[src/rtl/seqcmd_pkg.sv]
package seqcmd_pkg;

    typedef enum logic [1:0] {
        BUS_IDLE = 2'b00,
        BUS_ACT  = 2'b01,
        BUS_WR   = 2'b10,
        BUS_RD   = 2'b11
    } bus_kind_e;

    typedef enum logic [1:0] {
        LVL_LOW  = 2'b00,
        LVL_NORM = 2'b01,
        LVL_HIGH = 2'b10,
        LVL_BAD  = 2'b11
    } pin_lvl_e;

    typedef enum logic [2:0] {
        OP_NONE     = 3'd0,
        OP_RD_CFG   = 3'd1,
        OP_RD_STAT  = 3'd2,
        OP_CLR_STAT = 3'd3,
        OP_ERASE    = 3'd4,
        OP_PROG     = 3'd5,
        OP_LOCK_BLK = 3'd6,
        OP_LOCK_DEV = 3'd7
    } op_code_e;

    typedef enum logic [3:0] {
        ST_IDLE, ST_C1,
        ST_CF_ROW, ST_CF_COL, ST_SR_ACT, ST_SR_RD,
        ST_U2, ST_U3, ST_U4, ST_U5,
        ST_ER_ROW, ST_ER_CONF, ST_PG_ROW, ST_PG_DATA,
        ST_LK_ROW, ST_LK_DATA
    } seq_state_e;

    // key values on the bus
    localparam logic [7:0] KEY_SHORT = 8'h88;
    localparam logic [7:0] SEL_CFG   = 8'h90;
    localparam logic [7:0] SEL_STAT  = 8'h70;
    localparam logic [7:0] SEL_CLR   = 8'h50;
    localparam logic [7:0] UNL_A     = 8'h55;
    localparam logic [7:0] UNL_B     = 8'h2A;
    localparam logic [7:0] UNL_C     = 8'h80;
    localparam logic [7:0] UNL_DATA  = 8'h55;
    localparam logic [7:0] OPEN_DATA = 8'hA0;
    localparam logic [7:0] SEL_ER    = 8'h20;
    localparam logic [7:0] SEL_PG    = 8'h40;
    localparam logic [7:0] SEL_LK    = 8'h60;
    localparam logic [7:0] CONF_ER   = 8'hD0;
    localparam logic [7:0] LK_BLK    = 8'h01;
    localparam logic [7:0] LK_DEV    = 8'hF1;

    typedef struct packed {
        logic is_idle;
        logic is_act;
        logic is_wr;
        logic is_rd;
        logic a_short;
        logic a_cfg;
        logic a_stat;
        logic a_clr;
        logic a_unl_a;
        logic a_unl_b;
        logic a_unl_c;
        logic a_er;
        logic a_pg;
        logic a_lk;
        logic d_unl;
        logic d_open;
        logic d_conf;
        logic d_lk_blk;
        logic d_lk_dev;
        logic lv_norm;
        logic lv_high;
        logic bank_eq;
    } cyc_flags_t;

endpackage

[src/rtl/seqcmd_match.sv]
module seqcmd_match
    import seqcmd_pkg::*;
#(
    parameter int AW = 12,
    parameter int BW = 2,
    parameter int DW = 16
) (
    input  logic [1:0]    bus_kind,
    input  logic [AW-1:0] bus_addr,
    input  logic [BW-1:0] bus_bank,
    input  logic [DW-1:0] bus_data,
    input  logic [1:0]    rst_lvl,
    input  logic [BW-1:0] bank_ref,
    output cyc_flags_t    flags
);

    always_comb begin
        flags.is_idle  = (bus_kind == BUS_IDLE);
        flags.is_act   = (bus_kind == BUS_ACT);
        flags.is_wr    = (bus_kind == BUS_WR);
        flags.is_rd    = (bus_kind == BUS_RD);
        flags.a_short  = (bus_addr == AW'(KEY_SHORT));
        flags.a_cfg    = (bus_addr == AW'(SEL_CFG));
        flags.a_stat   = (bus_addr == AW'(SEL_STAT));
        flags.a_clr    = (bus_addr == AW'(SEL_CLR));
        flags.a_unl_a  = (bus_addr == AW'(UNL_A));
        flags.a_unl_b  = (bus_addr == AW'(UNL_B));
        flags.a_unl_c  = (bus_addr == AW'(UNL_C));
        flags.a_er     = (bus_addr == AW'(SEL_ER));
        flags.a_pg     = (bus_addr == AW'(SEL_PG));
        flags.a_lk     = (bus_addr == AW'(SEL_LK));
        flags.d_unl    = (bus_data == DW'(UNL_DATA));
        flags.d_open   = (bus_data == DW'(OPEN_DATA));
        flags.d_conf   = (bus_data == DW'(CONF_ER));
        flags.d_lk_blk = (bus_data == DW'(LK_BLK));
        flags.d_lk_dev = (bus_data == DW'(LK_DEV));
        flags.lv_norm  = (rst_lvl == LVL_NORM);
        flags.lv_high  = (rst_lvl == LVL_HIGH);
        flags.bank_eq  = (bus_bank == bank_ref);
    end

endmodule

[src/rtl/seqcmd_fsm.sv]
module seqcmd_fsm
    import seqcmd_pkg::*;
(
    input  logic       clk,
    input  logic       rst,
    input  cyc_flags_t f,
    output logic       done,
    output logic       clr,
    output logic       ld_bank,
    output logic       ld_row,
    output logic       take_col,
    output logic       take_data,
    output logic       valid_q,
    output op_code_e   code_q,
    output logic       abort_q
);

    seq_state_e st, nxt;
    logic       is88_q;
    logic       bad;
    logic       go_c1;
    op_code_e   fin;
    logic       fin_lv;

    assign fin_lv = f.lv_norm | f.lv_high;
    assign done   = (fin != OP_NONE);

    always_comb begin
        nxt       = st;
        fin       = OP_NONE;
        bad       = 1'b0;
        go_c1     = 1'b0;
        clr       = 1'b0;
        ld_bank   = 1'b0;
        ld_row    = 1'b0;
        take_col  = 1'b0;
        take_data = 1'b0;
        if (!f.is_idle) begin
            unique case (st)
                ST_IDLE: ;
                ST_C1: begin
                    if (f.is_wr && f.lv_norm) begin
                        if (is88_q && f.a_cfg)       nxt = ST_CF_ROW;
                        else if (is88_q && f.a_stat) nxt = ST_SR_ACT;
                        else if (is88_q && f.a_clr) begin
                            fin = OP_CLR_STAT;
                            nxt = ST_IDLE;
                        end else if (f.a_unl_a) begin
                            nxt     = ST_U2;
                            ld_bank = 1'b1;
                        end else bad = 1'b1;
                    end else bad = 1'b1;
                end
                ST_CF_ROW: begin
                    if (f.is_act && f.lv_norm) begin
                        nxt     = ST_CF_COL;
                        ld_bank = 1'b1;
                        ld_row  = 1'b1;
                    end else bad = 1'b1;
                end
                ST_CF_COL: begin
                    if (f.is_rd && f.lv_norm && f.bank_eq) begin
                        fin      = OP_RD_CFG;
                        take_col = 1'b1;
                        nxt      = ST_IDLE;
                    end else bad = 1'b1;
                end
                ST_SR_ACT: begin
                    if (f.is_act && f.lv_norm) nxt = ST_SR_RD;
                    else bad = 1'b1;
                end
                ST_SR_RD: begin
                    if (f.is_rd && f.lv_norm) begin
                        fin = OP_RD_STAT;
                        nxt = ST_IDLE;
                    end else bad = 1'b1;
                end
                ST_U2: begin
                    if (f.is_act && f.lv_norm && f.bank_eq && f.a_unl_a) nxt = ST_U3;
                    else bad = 1'b1;
                end
                ST_U3: begin
                    if (f.is_wr && f.lv_norm && f.bank_eq && f.a_unl_b && f.d_unl) nxt = ST_U4;
                    else bad = 1'b1;
                end
                ST_U4: begin
                    if (f.is_act && f.lv_norm && f.bank_eq && f.a_unl_c) nxt = ST_U5;
                    else bad = 1'b1;
                end
                ST_U5: begin
                    if (f.is_wr && f.lv_norm && f.bank_eq && f.d_open) begin
                        if (f.a_er)      nxt = ST_ER_ROW;
                        else if (f.a_pg) nxt = ST_PG_ROW;
                        else if (f.a_lk) nxt = ST_LK_ROW;
                        else bad = 1'b1;
                    end else bad = 1'b1;
                end
                ST_ER_ROW, ST_PG_ROW, ST_LK_ROW: begin
                    if (f.is_act && f.lv_norm && f.bank_eq) begin
                        ld_row = 1'b1;
                        nxt    = (st == ST_ER_ROW) ? ST_ER_CONF :
                                 (st == ST_PG_ROW) ? ST_PG_DATA : ST_LK_DATA;
                    end else bad = 1'b1;
                end
                ST_ER_CONF: begin
                    if (f.is_wr && f.bank_eq && fin_lv && f.d_conf) begin
                        fin       = OP_ERASE;
                        take_data = 1'b1;
                        nxt       = ST_IDLE;
                    end else bad = 1'b1;
                end
                ST_PG_DATA: begin
                    if (f.is_wr && f.bank_eq && fin_lv) begin
                        fin       = OP_PROG;
                        take_col  = 1'b1;
                        take_data = 1'b1;
                        nxt       = ST_IDLE;
                    end else bad = 1'b1;
                end
                ST_LK_DATA: begin
                    if (f.is_wr && f.bank_eq && f.d_lk_blk && fin_lv) begin
                        fin       = OP_LOCK_BLK;
                        take_data = 1'b1;
                        nxt       = ST_IDLE;
                    end else if (f.is_wr && f.bank_eq && f.d_lk_dev && f.lv_high) begin
                        fin       = OP_LOCK_DEV;
                        take_data = 1'b1;
                        nxt       = ST_IDLE;
                    end else bad = 1'b1;
                end
                default: nxt = ST_IDLE;
            endcase
            if (bad || st == ST_IDLE) begin
                if (f.is_act && f.lv_norm) begin
                    nxt   = ST_C1;
                    go_c1 = 1'b1;
                    clr   = 1'b1;
                end else begin
                    nxt = ST_IDLE;
                end
            end
        end
    end

    // state register
    always_ff @(posedge clk) begin
        if (rst) begin
            st     <= ST_IDLE;
            is88_q <= 1'b0;
        end else begin
            st <= nxt;
            if (go_c1) is88_q <= f.a_short;
        end
    end

    // output register
    always_ff @(posedge clk) begin
        if (rst) begin
            valid_q <= 1'b0;
            abort_q <= 1'b0;
            code_q  <= OP_NONE;
        end else begin
            valid_q <= done;
            abort_q <= bad;
            if (done) code_q <= fin;
        end
    end

    AST_RESET_IDLE: assert property (@(posedge clk)
        rst |=> (st == ST_IDLE && !valid_q && !abort_q));
    AST_NO_VALID_WITH_ABORT: assert property (@(posedge clk) disable iff (rst)
        !(valid_q && abort_q));
    AST_IDLE_NO_ABORT: assert property (@(posedge clk) disable iff (rst)
        (st == ST_IDLE) |=> !abort_q);
    AST_VALID_HAS_CODE: assert property (@(posedge clk) disable iff (rst)
        valid_q |-> (code_q != OP_NONE));

endmodule

[src/rtl/seqcmd_capture.sv]
module seqcmd_capture #(
    parameter int AW = 12,
    parameter int BW = 2,
    parameter int DW = 16
) (
    input  logic          clk,
    input  logic          rst,
    input  logic          clr,
    input  logic          ld_bank,
    input  logic          ld_row,
    input  logic          done,
    input  logic          take_col,
    input  logic          take_data,
    input  logic [AW-1:0] bus_addr,
    input  logic [BW-1:0] bus_bank,
    input  logic [DW-1:0] bus_data,
    output logic [BW-1:0] wk_bank,
    output logic [BW-1:0] op_bank,
    output logic [AW-1:0] op_row,
    output logic [AW-1:0] op_col,
    output logic [DW-1:0] op_data
);

    logic [AW-1:0] wk_row;

    always_ff @(posedge clk) begin
        if (rst || clr) begin
            wk_bank <= '0;
            wk_row  <= '0;
        end else begin
            if (ld_bank) wk_bank <= bus_bank;
            if (ld_row)  wk_row  <= bus_addr;
        end
    end

    always_ff @(posedge clk) begin
        if (rst) begin
            op_bank <= '0;
            op_row  <= '0;
            op_col  <= '0;
            op_data <= '0;
        end else if (done) begin
            op_bank <= wk_bank;
            op_row  <= wk_row;
            op_col  <= take_col  ? bus_addr : '0;
            op_data <= take_data ? bus_data : '0;
        end
    end

    AST_OUT_HOLD: assert property (@(posedge clk) disable iff (rst)
        !done |=> ($stable(op_bank) && $stable(op_row) && $stable(op_col) && $stable(op_data)));

endmodule

[src/rtl/seqcmd_decoder.sv]
module seqcmd_decoder
    import seqcmd_pkg::*;
#(
    parameter int AW = 12,
    parameter int BW = 2,
    parameter int DW = 16
) (
    input  logic          clk,
    input  logic          rst,
    input  logic [1:0]    bus_kind,
    input  logic [AW-1:0] bus_addr,
    input  logic [BW-1:0] bus_bank,
    input  logic [DW-1:0] bus_data,
    input  logic [1:0]    rst_lvl,
    output logic          op_valid,
    output logic [2:0]    op_code,
    output logic [BW-1:0] op_bank,
    output logic [AW-1:0] op_row,
    output logic [AW-1:0] op_col,
    output logic [DW-1:0] op_data,
    output logic          abort
);

    cyc_flags_t    flags;
    logic [BW-1:0] wk_bank;
    logic          done, clr, ld_bank, ld_row, take_col, take_data;
    op_code_e      code_q;

    seqcmd_match #(.AW(AW), .BW(BW), .DW(DW)) u_match (
        .bus_kind (bus_kind),
        .bus_addr (bus_addr),
        .bus_bank (bus_bank),
        .bus_data (bus_data),
        .rst_lvl  (rst_lvl),
        .bank_ref (wk_bank),
        .flags    (flags)
    );

    seqcmd_fsm u_fsm (
        .clk       (clk),
        .rst       (rst),
        .f         (flags),
        .done      (done),
        .clr       (clr),
        .ld_bank   (ld_bank),
        .ld_row    (ld_row),
        .take_col  (take_col),
        .take_data (take_data),
        .valid_q   (op_valid),
        .code_q    (code_q),
        .abort_q   (abort)
    );

    seqcmd_capture #(.AW(AW), .BW(BW), .DW(DW)) u_cap (
        .clk       (clk),
        .rst       (rst),
        .clr       (clr),
        .ld_bank   (ld_bank),
        .ld_row    (ld_row),
        .done      (done),
        .take_col  (take_col),
        .take_data (take_data),
        .bus_addr  (bus_addr),
        .bus_bank  (bus_bank),
        .bus_data  (bus_data),
        .wk_bank   (wk_bank),
        .op_bank   (op_bank),
        .op_row    (op_row),
        .op_col    (op_col),
        .op_data   (op_data)
    );

    assign op_code = code_q;

    AST_ONE_CYCLE_VALID: assert property (@(posedge clk) disable iff (rst)
        op_valid |=> !op_valid);
    AST_DEV_NEEDS_HIGH: assert property (@(posedge clk) disable iff (rst)
        (op_valid && op_code == 3'd7) |-> ($past(rst_lvl) == 2'b10));

endmodule

[config.mk]
export PLATFORM = sky130hd
export DESIGN_NAME = seqcmd_decoder
export DESIGN_NICKNAME = d
export VERILOG_FILES = /design/src/rtl/seqcmd_pkg.sv /design/src/rtl/seqcmd_match.sv /design/src/rtl/seqcmd_fsm.sv /design/src/rtl/seqcmd_capture.sv /design/src/rtl/seqcmd_decoder.sv
export SDC_FILE = /design/constraint.sdc
export NUM_CORES = 1
export LEC_CHECK = 0
export ABC_AREA = 1
export BUFFER_PORTS_ARGS = -buffer_cell sky130_fd_sc_hd__clkbuf_2
export CORE_ASPECT_RATIO = 0.9
export CORE_MARGIN = 8
export CORE_UTILIZATION = 53
export CTS_CLUSTER_DIAMETER = 120
export CTS_CLUSTER_SIZE = 30
export DETAILED_ROUTE_END_ITERATION = 8
export GPL_ROUTABILITY_DRIVEN = 0
export PLACE_DENSITY = 0.77
export SLEW_MARGIN = 20
export SYNTH_ARGS = -nofsm -noshare
export SYNTH_HDL_FRONTEND = slang
export SYNTH_SLANG_ARGS = --single-unit
export TNS_END_PERCENT = 20
[constraint.sdc]
create_clock -name clk -period 2.1 [get_ports clk]
set_input_delay 0.105 -clock clk [delete_from_list [all_inputs] [get_ports clk]]
set_output_delay 0.105 -clock clk [all_outputs]
set_load 0.1 [all_outputs]
# After elaboration in Yosys (flattened, before gate mapping)
# Index checks and enable logic that the tools add are counted.
# word_totals
regBits	66
inputBits	36
out_inout_bits	47
word_cells	179
# classes
eq_ne	51
n_mux	84
bitwise	2
n_reduce_logical	31
# op_table
operator	n
2-to-1 mux 4 bit	23
== test 12 x 7 -> 1 bit, second input constant	5
one-hot mux 4 bit (13 select lines)	1
== test 16 x 8 -> 1 bit, second input constant	3
2-to-1 mux 1 bit	41
== test 12 x 8 -> 1 bit, second input constant	3
inequality test 3 x 1 -> 1 bit, second input constant	12
== test 4 bit, second input constant	8
== test 12 x 6 -> 1 bit, second input constant	2
2-to-1 mux 3 bit	8
logical AND 1 bit	21
one-hot mux 3 bit (6 select lines)	1
AND reduction 17 bit	1
== test 16 x 1 -> 1 bit, second input constant	1
== test 16 x 7 -> 1 bit, second input constant	1
== test 4 x 3 -> 1 bit, second input constant	4
2-to-1 mux 16 bit	1
nonzero test 14 bit	1
2-to-1 mux 12 bit	1
one-hot mux 1 bit (12 select lines)	1
== test 4 x 2 -> 1 bit, second input constant	2
== test 2 bit, second input constant	3
2-to-1 mux 2 bit	3
inequality test 6 x 1 -> 1 bit, second input constant	1
other kinds (15)	20

# Depth between registers and ports, before layout
# Gate-level depths: netlist (run 1).
# depth
word_depth	12
mapped_depth	15
mapped_depth_nobuf	14

# Modules after synthesis
# From an unflattened synthesis (run 1), not the netlist that was laid out.
# unflattened
cells_unflattened	551
hier_area_um2	3677.3
# modules_own_cells
module	n_inst	cells_per_inst	area_each_um2	seq_area_each_um2
seqcmd_capture	1	248	2132.0	1121.1
seqcmd_fsm	1	189	1043.5	200.2
seqcmd_match	1	114	501.7	0.0

# Worst setup path before layout (run 1)
# Ideal clock, no wire load.
# synth_timing
kind	register to register
from	register u_cap.wk_bank[1]
to	register u_cap.op_bank[0]
setup_time_ps	61
arrival_ps	1656
required_ps	2039
setup_slack_ps	383
path_stages_with_launch	16
n_path_buf	1
synth_period_minus_slack_ps	1717
cell_sequence	dfxtp_1 inv_1 nand2_1 nand2_1 nand4_2 inv_2 nand2_1 nand2_2 nor2_1 o21ai_2 nor2_4 nand2_2 nor2_8 buf_6 nand2_1 nand2_1
# synth_between
elab_chain_cells	9
word_cells_on_any_way	17
classes_between	1 x eq/ne; 7 x mux; 9 x reduce/logical
# synth_lines
element	line	text
start, declared	seqcmd_capture.sv:17	output logic [BW-1:0] wk_bank,
start signal, assigned	seqcmd_capture.sv:31	if (ld_bank) wk_bank <= bus_bank;
== test 2 bit *	seqcmd_match.sv:39	flags.bank_eq = (bus_bank == bank_ref);
logical AND 1 bit	n/a	
logical AND 1 bit (2 in series)	seqcmd_fsm.sv:125	end else if (f.is_wr && f.bank_eq && f.d_lk_dev && f.lv_high) begin
2-to-1 mux 3 bit	seqcmd_fsm.sv:125	
2-to-1 mux 3 bit	seqcmd_fsm.sv:121	if (f.is_wr && f.bank_eq && f.d_lk_blk && fin_lv) begin
one-hot mux 3 bit (6 select lines) *	seqcmd_fsm.sv:39	unique case (st)
2-to-1 mux 3 bit *	seqcmd_fsm.sv:38	if (!f.is_idle) begin
nonzero test 3 bit *	seqcmd_fsm.sv:26	assign done = (fin != OP_NONE);
end signal, assigned	seqcmd_capture.sv:43	op_bank <= wk_bank;
end, declared	seqcmd_capture.sv:18	output logic [BW-1:0] op_bank,
# Every way passes the cells marked *; elsewhere a longest branch is shown, timed or not.
# A chain may end at the register's enable or synchronous reset.

# Worst setup path in the final report (run 1)
# layout_timing
from	register u_cap.wk_bank[1]
to	register u_cap.op_row[8]
# layout_between
elab_chain_cells	9
word_cells_on_any_way	17
classes_between	1 x eq/ne; 7 x mux; 9 x reduce/logical
# layout_lines
element	line	text
== test 2 bit *	seqcmd_match.sv:39	
logical AND 1 bit	n/a	
logical AND 1 bit (2 in series)	seqcmd_fsm.sv:125	
2-to-1 mux 3 bit	seqcmd_fsm.sv:125	
2-to-1 mux 3 bit	seqcmd_fsm.sv:121	
one-hot mux 3 bit (6 select lines) *	seqcmd_fsm.sv:39	
2-to-1 mux 3 bit *	seqcmd_fsm.sv:38	
nonzero test 3 bit *	seqcmd_fsm.sv:26	
end signal, assigned	seqcmd_capture.sv:44	op_row <= wk_row;
end, declared	seqcmd_capture.sv:19	output logic [AW-1:0] op_row,
# Marked as above.

==> results.cfg, run 1 <==
[outcome]
status = finished, violations left
violations = hold timing

[critical_path]
criticalPathCategory = reg -> reg
critPathLaunch = u_cap.wk_bank[1]
ff2ff_path_depth = 14
path_cells = inv_1 > nand2_1 > nand2_2 > nand4_2 > inv_2 > nand2_1 > nand2_2 > nor2_1 > o21ai_2 > nor2_4 > nand2_4 > nor2_4 > nand2_1 > nand2_1
r2r_end = u_cap.op_row[8]
end_kind = flip-flop
cp_max_fo = 10
cp-endpoint = u_cap.op_row[8]
startpoint_type = flip-flop
r2r_slack_ns = 0.10
path_common_cell = nand2_1
crit_arrival_ns = 2.29
worstPathRequired_ns = 2.40
slowest_stage = dfxtp_2
r2r-start = u_cap.wk_bank[1]
max_stage_delay_ns = 0.35

[route]
dr.pass1.iters = 5
drt-total-wl_mm = 9.44
drc = 0
first_iter_violations = 232
ant_nets = 0
viasPerCell = 5.23
routedWlPerCell_um = 14.4
via_count = 3433

[floorplanning]
fp.dieH_um = 90.7
dieArea_um2 = 8970
ios = 83
initial_core_util_pct = 54.3
core_um2 = 6050
rows = 27
die_x_um = 98.9

[power]
leakage_nw = 2.10
pwr-share-clk_pct = 39.0
swShare_pct = 29.5
power_switching_w = 0.000912
p_comb_share_pct = 18.6
intPower_w = 0.00218
peakVddDrop_mv = 0.457
total_power_w = 0.00309
power.density_nw_per_um2 = 756
seqPwrFrac_pct = 42.4

[timing]
min_period_over_period_pct = 95.2
worstMarginPinSlew_ns = 0.556
maxSlewHeadroom_pct = 63.1
timing.hold.ws_ns = -0.00228
finalSetupViolations = 0
fin_tns_setup_ns = 0
finalHoldViolCount = 2
max_freq_ghz = 0.500
rsz0062_at_grt = yes
slew_violations = 0
period_minus_slack_ns = 2.00
setup_ws_ns = 0.100
skew_ns = 0.0111

[clock_network]
cts_inserted_buffers = 9
cts.sinks = 66
clk_latency_ns = 0.35
hold_buffers = 0
clk_pin_slew_ns = 0.07
cts_tree = done
clockBufferDepth = 2
cts_htree_levels = 3
clock-root-buffer = clkbuf_8

[grt]
gr-total-overflow = 0
antenna_found_initial = 0
grt_pass1_vias = 3178
grt_usage_pct = 20.2
grt_max_degree = 28
grt_first_pass_wirelength_mm = 14.9

[yosys]
synthSimpleGateAreaFrac_pct = 41.0
yosys_register_bits = 66
synth_top_family_by_area = simple AND/OR/NAND/NOR gates
synth_compound_area_share_pct = 3.74
ys_seq_area_share_pct = 40.3
syn_area_per_cell_um2 = 6.75
synth_xor_area_share_pct = 0.496
synth_fp_nets = 524
yosys.area_share.adder_pct = 0.762
syn_area_um2 = 3280
ys_types = 33
yosysWarningCount = 0
synth_cells = 486
synthMuxAreaShare_pct = 4.46

[placement]
dp_cells = 634
port_buffers = 82
place_area_um2 = 3760
dp_slack_ns = -0.0752
dp_hpwl_mm = 6.58

[cells_and_area]
seqCellArea_um2 = 1320
finalNonFillerCells = 656
insertedDiodeCount = 0
design_area_um2 = 4090
drive_gt1_share_pct = 24.5
multiInputGateArea_um2 = 1710
mostFrequentLayoutCells = nand2_1, clkbuf_2, nor2_1, dfxtp_1, inv_1
final.fill_count = 544
fin_nets = 618
layout_commonest_cell = nand2_1
area_growth_pct = 24.5

[min_path]
min_path_type = in -> reg

[flow_run]
maxCapViolations = 0
[how the worst min path moves through the flow]
| stage | startpoint | endpoint | cells past startpoint |
|---|---|---|---|
| 6_report | bus_data[15] | u_cap.op_data[15] | 3 |
| 5_1_grt | bus_data[10] | u_cap.op_data[10] | 3 |
| 4_1_cts | bus_data[15] | u_cap.op_data[15] | 3 |
| 3_5_place_dp | bus_data[15] | u_cap.op_data[15] | 3 |
| 3_3_place_gp | bus_data[9] | u_cap.op_data[9] | 3 |
| 2_1_floorplan | bus_addr[0] | u_cap.op_col[0] | 2 |
[Yosys cell counts]
master,number,area share (%)
o21ai_1,2,0.31
ha_1,2,0.76
nor2_4,2,0.69
clkbuf_1,4,0.46
nand2_2,3,0.57
nor3_1,8,1.2
a21oi_1,5,0.76
o21bai_1,1,0.23
xnor2_2,1,0.50
a21oi_4,1,0.50
o21ai_2,1,0.27
mux2_1,4,1.4
buf_2,4,0.61
clkinv_1,1,0.11
buf_4,2,0.46
nor3_2,2,0.61
dfxtp_1,66,40
mux2_2,9,3.1
nand3_1,53,8.1
inv_1,53,6.1
nor2_2,4,0.76
o21ai_0,7,1.1
nor2_8,1,0.61
inv_2,2,0.23
or2_2,1,0.19
buf_6,4,1.4
nand4_2,1,0.38
nand4_1,5,0.95
nand2_1,164,19
o31ai_1,1,0.23
and2_1,2,0.38
a31oi_1,2,0.38
nor2_1,68,7.8
[power groups by stage]
stage	Sequential, W	Combinational [W]	Clock (W)
after detailed placement	0.00134	0.000547	0
final	0.00131	0.000575	0.00120
after global placement	0.00134	0.000542	0
after floorplan	0.00138	0.000359	0
after global routing	0.00131	0.000641	0.00127
after CTS	0.00131	0.000554	0.00120
[worst max-delay path: cells and delay by family, from the launching register on]
kind,cells,cell delay [ns]
flops,1,0.35
simple gates,11,1.40
compound gates,1,0.11
buf+inv,2,0.10
[cell type report]
class	instances	share of cell area, %
timing repair buffer	94	13.2
inverter	56	5.14
tap	72	2.20
clock inverter	4	1.87
multi-input combinational	353	41.8
sequential	66	32.4
clock buffer	11	3.46
[sequential cells by signal, summed over array words and instances (netlist names)]
name           cells
u_cap.op_bank      2
u_cap.op_col      12
u_cap.op_data     16
u_cap.op_row      12
u_cap.wk_bank      2
u_cap.wk_row      12
u_fsm.abort_q      1
u_fsm.code_q       3
u_fsm.is88_q       1
u_fsm.st           4
u_fsm.valid_q      1
[stage by stage]
stage | hold slack, ns | utilization [%]
floorplan | 0.236 | -
global placement | 0.350 | 62.2
detailed placement | 0.357 | 62.2
CTS | 0.00343 | 66.1
global route | 0.0174 | 67.6
finish | -0.00228 | 67.6
[per-layer routing]
layer,up-vias,GRT usage [%],part of all wire (%)
met1,1577,26.0,45
met5,-,0,0
met4,0,7.54,2.0
met3,19,5.16,7.3
li1,1708,-,-
met2,129,31.4,46
[what timing repair did]
item                                    4_1_cts  5_1_grt
endpoints found under the setup margin       42       56
gates cloned                                  1        2
pin swaps                                     0        9
buffers inserted                              0        4
gates resized for setup                       2        5
[cells by family after synthesis]
family                   after synthesis
AO/OA/AOI/OAI                         20
XOR/XNOR                               1
adder cells (fa/ha/maj)                2
buffers and inverters                 70
flip-flops                            66
multiplexers                          13
AND/OR/NAND/NOR                      314
Note: power is estimated with default switching activity, not from simulation.
==> run 2, diff against run 1 <==
--- a/config.mk
+++ b/config.mk
@@ -7,7 +7,7 @@
 export LEC_CHECK = 0
 export ABC_AREA = 1
 export BUFFER_PORTS_ARGS = -buffer_cell sky130_fd_sc_hd__clkbuf_2
-export CORE_ASPECT_RATIO = 0.9
+export CORE_ASPECT_RATIO = 0.75
 export CORE_MARGIN = 8
 export CORE_UTILIZATION = 53
 export CTS_CLUSTER_DIAMETER = 120
==> results.cfg, run 2 (synthesized netlist as in run 1, its figures left out) <==
[cells_and_area]
drive_gt1_share_pct = 27.3
finalNonFillerCells = 676
layout_commonest_cell = nand2_1
design_area_um2 = 4370
area_growth_pct = 33.0
final_util_pct = 74.2
insertedDiodeCount = 0
top_register = u_cap.op_data
fin_nets = 631
mostFrequentLayoutCells = nand2_1, clkbuf_2, nor2_1, dfxtp_1, inv_1
largest_reg_flops = 16

[floorplanning]
ios = 83
fp.dieH_um = 84.2
die_x_um = 107
rows = 24
dieArea_um2 = 8990
core_um2 = 5890
initial_core_util_pct = 55.8

[critical_path]
cp.depth = 15
end_kind = flip-flop
r2r_end = u_cap.op_col[0]
ff2ff_path_depth = 15
path_cells = inv_1 > nand2_1 > nand2_4 > nand4_4 > inv_2 > nand2_1 > nand2_2 > nor2_1 > o21ai_2 > nor2_4 > nand2_4 > nor2_8 > clkbuf_16 > nand2_1 > nand2_1
r2r_slack_ns = 0.07
path_common_cell = nand2_1
slowest_stage = dfxtp_2
cp_max_fo = 6
crit_arrival_ns = 2.32
worstPathRequired_ns = 2.39
criticalPathCategory = reg -> reg
max_stage_delay_ns = 0.35
r2r-start = u_cap.wk_bank[1]
cp_num_buf_inv = 3
startpoint_type = flip-flop
path_delay_family = simple AND/OR/NAND/NOR gates

[clock_network]
clk_pin_slew_ns = 0.08
cts_tree = done
clk_latency_ns = 0.35
clock-root-buffer = clkbuf_8
clockBufferDepth = 2
cts.sinks = 66
cts_inserted_buffers = 9
cts_htree_levels = 3

[power]
leakage_nw = 2.21
peakVddDrop_mv = 0.468
power.density_nw_per_um2 = 731

[timing]
min_period_over_period_pct = 96.6
maxSlewHeadroom_pct = 62.5
worstMarginPinSlew_ns = 0.564
rsz0062_at_grt = yes
period_minus_slack_ns = 2.03
setup_ws_ns = 0.0718
slew_violations = 0
finalSetupViolations = 0
finalHoldViolCount = 0
max_freq_ghz = 0.493
skew_ns = 0.0100

[placement]
port_buffers = 82
place_area_um2 = 3790
dp_slack_ns = 0.106
dp_hpwl_mm = 6.74
dp_cells = 640

[route]
viasPerCell = 5.25
via_count = 3546
first_iter_violations = 250
drt-total-wl_mm = 9.84
ant_nets = 0
dr.pass1.iters = 5
drc = 0
routedWlPerCell_um = 14.6

[min_path]
min-delay-start = bus_data[9]
hold_end = u_cap.op_data[9]
hold_depth = 3
min_path_type = in -> reg

[outcome]
status = finished, final reports clean

[flow_run]
maxCapViolations = 0

[grt]
antenna_found_initial = 0
grt_pass1_vias = 3093
grt_max_degree = 28
grt_first_pass_wirelength_mm = 14.4
gr-total-overflow = 0
grt_usage_pct = 19.5
-- run 2: changes by cell type in the layout (fill, tap and decap cells not counted), sizes merged --
cell         previous run  this run
clkbuf                 93        95
nor2                   78        76
dlygate4sd3             0         6
buf                    12        16
nand2                 167       168
inv                    55        56
clkinvlp                1         0
clkinv                  2         5
-- run 2: per-layer routing --
layer / wire length [um] / vias up / global-route usage (%)
li1: - / 1749 / -
met1: 4370 / 1604 / 26.2
met2: 4310 / 179 / 28.8
met3: 1010 / 14 / 6.41
met4: 150 / 0 / 5.48
met5: 0 / - / 0
-- run 2: stage by stage --
step                      power (W)  TNS, ns  hold slack, ns
after floorplan             0.00174        0           0.236
after global placement      0.00189        0           0.348
after detailed placement    0.00190        0           0.352
after CTS                   0.00311        0         0.00851
after global routing        0.00334    -1.87          0.0304
final                       0.00319        0          0.0126
-- run 2: layout make-up --
cell class | count | area [um^2]
Timing Repair Buffer | 108 | 732
Clock inverter | 7 | 103
Tap cell | 78 | 97.6
Fill cell | 456 | 1520
Clock buffer | 9 | 124
Inverter | 56 | 213
Sequential cell | 66 | 1330
Multi-Input combinational cell | 352 | 1770
-- run 2: how the worst max path moves through the flow --
stage,startpoint,end,slack [ns]
floorplan,u_cap.wk_bank[1],u_cap.op_bank[0],0.38
global placement,u_cap.wk_bank[1],u_cap.op_row[4],0.19
detailed placement,rst_lvl[1],u_cap.wk_row[8],0.11
CTS,bus_data[15],u_cap.wk_row[8],0.06
global route,bus_data[14],u_cap.op_col[0],-0.07
finish,u_cap.wk_bank[1],u_cap.op_col[0],0.07
-- run 2: report_power, final --
group	leakage (nW)	internal [W]	total, W	switching, W
clock	0.115	0.000680	0.00121	0.000533
combinational	1.56	0.000240	0.000664	0.000424
sequential	0.533	0.00128	0.00131	0.0000315
-- run 2: what timing repair did --
action	CTS	global route
endpoints found under the setup margin	0	58
endpoints found under the hold margin	6	0
setup buffers	0	7
gates resized for setup	0	27
hold buffers	6	0
-- run 2: tightest hold or removal path, delay by kind of cell --
kind                   cells  cell delay [ns]
AND/OR/NAND/NOR            2             0.13
buffers and inverters      1             0.09
